## src/rtl/issue_interlock.sv

```systemverilog
module issue_interlock #(
  parameter int NREG    = 32,
  parameter int STALL_W = 16,
  parameter int ISSUE_W = 32,
  localparam int RW     = $clog2(NREG)
) (
  input  logic               clk,
  input  logic               rst,
  input  logic               in_valid,
  output logic               in_ready,
  input  logic [2:0]         in_cls,
  input  logic [RW-1:0]      in_dst,
  input  logic [RW-1:0]      in_src_a,
  input  logic               in_src_a_en,
  input  logic [RW-1:0]      in_src_b,
  input  logic               in_src_b_en,
  output logic [STALL_W-1:0] stall_count,
  output logic [ISSUE_W-1:0] issue_count
);
  localparam logic [2:0] C_INT = 3'd0, C_FPU = 3'd1, C_LDD = 3'd2, C_STD = 3'd3, C_BR = 3'd4;
  localparam logic [1:0] HOLD = 2'd3;

  logic [1:0] icd [NREG];
  logic [1:0] fcd [NREG];
  logic       fld [NREG];
  logic       slot;
  logic       ha, hb;

  function automatic logic late(input logic [1:0] cd, input logic [1:0] lat);
    return ({1'b0, cd} + {1'b0, lat}) > 3'd3;
  endfunction

  always_comb begin
    ha = 1'b0;
    hb = 1'b0;
    case (in_cls)
      C_INT: begin
        ha = in_src_a_en && late(icd[in_src_a], 2'd0);
        hb = in_src_b_en && late(icd[in_src_b], 2'd0);
      end
      C_FPU: begin
        ha = in_src_a_en && late(fcd[in_src_a], fld[in_src_a] ? 2'd1 : 2'd3);
        hb = in_src_b_en && late(fcd[in_src_b], fld[in_src_b] ? 2'd1 : 2'd3);
      end
      C_LDD: ha = in_src_a_en && late(icd[in_src_a], 2'd0);
      C_STD: begin
        ha = in_src_a_en && late(icd[in_src_a], 2'd0);
        hb = in_src_b_en && late(fcd[in_src_b], fld[in_src_b] ? 2'd0 : 2'd2);
      end
      C_BR:  ha = in_src_a_en && late(icd[in_src_a], 2'd1);
      default: ;
    endcase
  end

  assign in_ready = slot || !(ha || hb);

  wire issue     = in_valid && in_ready;
  wire stall_evt = (in_valid && !in_ready) || (slot && !in_valid);

  always_ff @(posedge clk) begin
    if (rst) begin
      for (int i = 0; i < NREG; i++) begin
        icd[i] <= '0;
        fcd[i] <= '0;
        fld[i] <= 1'b0;
      end
      slot        <= 1'b0;
      stall_count <= '0;
      issue_count <= '0;
    end else begin
      for (int i = 0; i < NREG; i++) begin
        icd[i] <= (icd[i] == 2'd0) ? 2'd0 : icd[i] - 2'd1;
        fcd[i] <= (fcd[i] == 2'd0) ? 2'd0 : fcd[i] - 2'd1;
      end
      if (issue) begin
        if (in_cls == C_INT) icd[in_dst] <= HOLD;
        if (in_cls == C_FPU || in_cls == C_LDD) begin
          fcd[in_dst] <= HOLD;
          fld[in_dst] <= (in_cls == C_LDD);
        end
        issue_count <= issue_count + 1'b1;
      end
      slot <= issue && (in_cls == C_BR);
      if (stall_evt && stall_count != '1) stall_count <= stall_count + 1'b1;
    end
  end


  stall_sat_chk: assert property (@(posedge clk) disable iff (rst)
    (stall_count == '1) |=> (stall_count == '1));


  stall_step_chk: assert property (@(posedge clk) disable iff (rst)
    (stall_count != '1) |=> ((stall_count - $past(stall_count)) <= 1));


  issue_cnt_chk: assert property (@(posedge clk) disable iff (rst)
    (in_valid && in_ready) |=> (issue_count == $past(issue_count) + 1'b1));


  slot_ready_chk: assert property (@(posedge clk) disable iff (rst)
    (in_valid && in_ready && in_cls == C_BR) |=> in_ready);


  fpfp_gap_chk: assert property (@(posedge clk) disable iff (rst)
    (in_valid && in_ready && in_cls == C_FPU) |=>
      !(in_valid && in_ready && in_cls == C_FPU && in_src_a_en && in_src_a == $past(in_dst)));


  intbr_gap_chk: assert property (@(posedge clk) disable iff (rst)
    (in_valid && in_ready && in_cls == C_INT) |=>
      !(in_valid && in_ready && in_cls == C_BR && in_src_a_en && in_src_a == $past(in_dst)));
endmodule

```

## config.mk

```make
export PLATFORM = sky130hd
export DESIGN_NAME = issue_interlock
export DESIGN_NICKNAME = d
export VERILOG_FILES = /design/src/rtl/issue_interlock.sv
export SDC_FILE = /design/constraint.sdc
export NUM_CORES = 1
export LEC_CHECK = 0
export BUFFER_PORTS_ARGS = -buffer_cell sky130_fd_sc_hd__buf_2
export CAP_MARGIN = 20
export CORE_UTILIZATION = 45
export CTS_CLUSTER_SIZE = 8
export DETAILED_ROUTE_END_ITERATION = 10
export PLACE_DENSITY = 0.66
export SYNTH_ARGS = -nofsm -noshare
export SYNTH_HDL_FRONTEND = slang
export SYNTH_SLANG_ARGS = --single-unit
```

## constraint.sdc

```tcl
create_clock -name clk -period 6.5 [get_ports clk]
set_input_delay 0.65 -clock clk [delete_from_list [all_inputs] [get_ports clk]]
set_output_delay 0.65 -clock clk [all_outputs]
set_load 0.02 [all_outputs]
```

======== Word-level counts from Yosys, hierarchy flattened ========
Memory sizes are Yosys's and may differ from the RTL's.
Cells that the tools add are included.
storage, ports and cells
  flip-flop bits (word level) ............. 49
  latch bits .............................. 0
  bits in writable memories ............... 160
  bits in read-only memories .............. 0
  bits of input ports ..................... 23
  logic and storage cells ................. 383
  memories kept ........................... 3
cells by class
  add/sub/neg operators ................... 70
  multipliers ............................. 0
  div/mod/pow operators ................... 0
  magnitude comparators ................... 6
  equality and inequality tests ........... 5
  shift operators ......................... 0
  muxes and demuxes ....................... 147
  bitwise gates (word level) .............. 64
  reductions and logical operators ........ 85
memories
  memory  depth  bits a word  read ports  clocked after memory_dff  write ports  line  RTL
  fcd     32     2            34          0                         33           24    logic [1:0] fcd [NREG];
  icd     32     2            34          0                         33           23    logic [1:0] icd [NREG];
  fld     32     1            2           0                         32           25    logic fld [NREG];
operators with widths
  kind                     number
  $mux W2                  131
  $logic_not A2 Y1         64
  $sub A2 B1 Y2 const B    64
  $or A1 B1 Y1             64
  $add A32 B1 Y32 const B  1
  $add A16 B1 Y16 const B  1
  $ne A16 B16 Y1 const B   1
  $mux W1                  13
  $gt A3 B2 Y1 const B     4
  $logic_and A1 B1 Y1      11
  $add A2 B2 Y3            3
  $eq A3 B2 Y1 const B     2
  $pmux W1 S3              2
  $mux W5                  1
  $gt A2 B2 Y1 const B     2
  $logic_or A1 B1 Y1       4
  $add A2 B1 Y3 const B    1
  $eq A3 B1 Y1 const B     1
  $eq A3 B3 Y1 const B     1
  $logic_not A1 Y1         3
  $logic_not A3 Y1         1
  $reduce_or A3 Y1         1
  $reduce_or A1 Y1         1

======== Longest topological paths before layout ========
An unclocked memory read counts as a cell.
  depth in word-level cells ............... 15
  mapped depth ............................ 19
  mapped depth without buffers ............ 14

======== Worst setup path before layout ========
OpenSTA, ideal clock, no wires.
  path kind ............................... input to register
  from .................................... input port in_src_b[0]
  to ...................................... memory fld[24], enable pin
  arrival ................................. 4.957 ns
  required time ........................... 6.190 ns
  slack ................................... 1.233 ns
  stages on the path ...................... 17
  buffers on the path ..................... 5
  cell sequence ........................... buf_2 buf_2 buf_1 mux4_2 mux4_2 nand2_1 and2_1 inv_1 ha_1 or4b_2 o22ai_1 and2_1 a21o_1 buf_2 nand3_1 clkbuf_1 o21ai_0
RTL lines
  what             line  RTL
  start, declared  15    input logic [RW-1:0] in_src_b,
  end, declared    25

==> key figures <==
Critical path
  – CP endpoint kind: flop
  – Worst path required time: around 6700 ps
  – CP Data Arrival Time: about 5500 ps
  – Setup CP Type: input pin to flop
  – CP max FO: 22
  – Worst setup SP type: input pin

Global routing
  – Initial antenna violation count: 2
  – First-pass GRT wire length: between 40 and 50 mm
  – GRT Total Usage: 23.2%
  – Vias in the first global route: about 8000
  – Maximum number of pins on one net before global-route repair: 109
  – Grt ovf: 0

Outcome
  – Outcome: finished clean

Timing
  – Worst Clk Skew: about 20 ps
  – Count of final setup violators: 0
  – Min Tclk post-route: 5280 ps
  – Tcrit/Tclk final: between 80% and 90%
  – Slew Viols, Final: 0
  – F_max: around 0.19 GHz
  – Worst slew pin tran: around 960 ps
  – RSZ-0062 raised after global routing: false
  – Hold Violations, Final: 0
  – Worst slew margin: a little over a third
  – Setup_tns: 0 ps

Finish
  – Area of the multi-input gates: ~0.0051 mm2
  – Commonest non-fill, non-tap cell in the layout: dfxtp_1
  – Layout cells sized above 1: roughly 17%
  – Layout net count: roughly 1100
  – Area Overhead vs Synth: 13.0%
  – Fill cells: 2000
  – FF+latch area: 0.00450 mm2
  – Most frequent cells in the layout: 177 x dfxtp_1, 113 x nand2_1, 84 x inv_1

Clock tree
  – H-tree lvl count: 1
  – # resized after CTS: 0
  – Postcts setup bufs: 0
  – CTS Buf Count: 30
  – Clock Sinks: between 200 and 250
  – CTS root buf: clkbuf_16
  – Cts hold-fix bufs: 0
  – CTS tree: yes
  – Skew-Pair Late Insertion Delay: ~540 ps
  – Clock-pin slew on the worst setup and hold paths: roughly 50 ps
  – Clock buffer depth: 3

Synth
  – Mean post-synth cell area: about 9.5 um2
  – Synth Warn #: 0
  – Synthesized flop and latch total: roughly 210
  – EDFF count, synth: 32
  – Post-Syn Nets: between 1000 and 1500
  – Mapped Area: 0.0103 mm2
  – Syn Inst Count: between 1000 and 1500
  – Top_reg_cell synth: dfxtp_1
  – Sequential area share after synthesis: about 44%
  – Synth cell types: ~70
  – Post-synth ARST share: 0%

Die
  – Die area: ~0.023 mm2
  – Row Count: 54
  – Chip width: approximately 150 um
  – Ports: approximately 70
  – Die height: 153 um
  – Core Box Area: ~0.022 mm2
  – Starting density of the core: about 46%

Placed design
  – Routability Congestion: approximately 0.85
  – PortBufs: around 70
  – Post-DP HPWL: ~18 mm

Routing
  – Vias per cell: 6.17
  – DRC violations left: 0
  – Routed wire length: 26.8 mm
  – Starting DRC count in detailed routing: just over 700
  – Antenna Nets Post-Route: 0
  – Via Count: between 8000 and 9000
  – Avg WL per Cell: around 19 um
  – DRT Pass-1 Iters: 5

Power
  – Max VDD drop: ~0.00018 V
  – Leak Pwr: around 0.0039 uW
  – Power per cell area: approximately 250 mW/mm2
  – Power Total: about 2900 uW

Worst hold path
  – Worst Hold Class: flop to flop

Flow run
  – Max-cap viol count: 0
-- synthesized netlist by cell type, types with 3 or more instances --
library cell / instances / area [um2]
o32ai_1: 23 / 201
nand4_1: 22 / 138
nand3_1: 51 / 255
o31ai_1: 15 / 113
nand4b_1: 3 / 26.3
nor2_1: 59 / 221
ha_1: 6 / 75.1
edfxtp_1: 32 / 961
buf_6: 5 / 56.3
nor4_1: 10 / 62.6
o21ai_0: 71 / 355
a21oi_1: 31 / 155
nor3_1: 12 / 60.1
o311ai_0: 6 / 52.6
and2_1: 5 / 31.3
clkbuf_1: 58 / 218
o211ai_1: 4 / 30.0
o22ai_1: 78 / 488
and4_1: 3 / 26.3
nor2b_1: 16 / 100
or2_2: 7 / 43.8
mux4_2: 53 / 1190
buf_2: 11 / 55.1
o41ai_1: 8 / 70.1
and3_1: 7 / 43.8
nand3b_1: 6 / 45.0
inv_1: 84 / 315
or3_1: 10 / 62.6
mux2i_1: 14 / 140
mux2_2: 11 / 124
or4_1: 17 / 128
dfxtp_1: 177 / 3540
nand2b_1: 4 / 25.0
nand2_1: 113 / 424
a31oi_1: 3 / 18.8
-- cell families (layout without fill, tap and decap cells) --
family / Yosys count / after routing / share of synthesized area (%)
xor+xnor: 2 / 2 / 0.171
buf+inv: 166 / 216 / 6.72
simple gates: 352 / 352 / 17.1
compound gates: 263 / 263 / 16.5
other cells: 0 / 1 / 0
fa+ha+maj: 6 / 6 / 0.732
mux: 81 / 81 / 14.8
flops: 209 / 209 / 43.9
-- worst paths after layout --
kind / startpoint / end / slack [ps] / depth (start not counted)
worst max-delay path: in_src_b[0] / fld[8] / 1220 / 13
worst min-delay path: icd[13][0] / icd[13][0] / 450 / 1
worst max register to register: fld[31] / fld[8] / 1620 / 12
worst min register to register: icd[13][0] / icd[13][0] / 450 / 1
-- layout make-up --
cell class / count / share of cell area [%]
Antenna cell: 1 / 0.0216
Sequential cell: 209 / 38.9
Tap cell: 280 / 3.02
Inverter: 88 / 2.85
Clock inverter: 1 / 0.0756
Timing Repair Buffer: 87 / 4.38
Multi-Input combinational cell: 704 / 43.8
Clock buffer: 40 / 6.99
-- registers in the layout, indices dropped and copies added, names as in the netlist --
register     count
slot             1
fld             32
stall_count     16
issue_count     32
icd             64
fcd             64
-- metrics by stage --
| step | setup slack (ps) | hold slack, ps | area [um2] | instances | utilization [%] |
|---|---|---|---|---|---|
| finish | 1220 | 453 | 11600 | 1410 | 52.4 |
| global route | 1060 | 469 | 11600 | 1410 | 52.4 |
| CTS | 1330 | 455 | 11600 | 1408 | 52.3 |
| detailed placement | 757 | 444 | 10700 | 1367 | 48.6 |
| global placement | 986 | 434 | 10700 | 1367 | 48.6 |
| floorplan | 1230 | 422 | 10300 | 1079 | - |
-- layer usage --
layer	vias up	routed length, um	track usage, %	share of wire [%]
li1	4122	-	-	-
met1	4214	11900	32.1	44
met2	308	12600	37.0	47
met3	52	1670	3.20	6.2
met4	2	621	8.56	2.3
met5	-	8	0	0.030
-- power by group --
group          internal (uW)  switching [uW]  total, uW
sequential              1330            11.0       1340
clock                    846             532       1380
combinational           70.2             139        209
total                   2240             683       2920
-- worst max-delay path: stages --
cell and delay [ps]:
buf_2 530, mux4_2 600, mux4_2 480, nand2_1 70, and2_1 160, inv_1 60
ha_1 220, or4b_2 660, o22ai_1 240, and2_1 250, a21o_1 450, nand3_1 670
o21ai_0 450
Power figures use the tool's default switching activity.
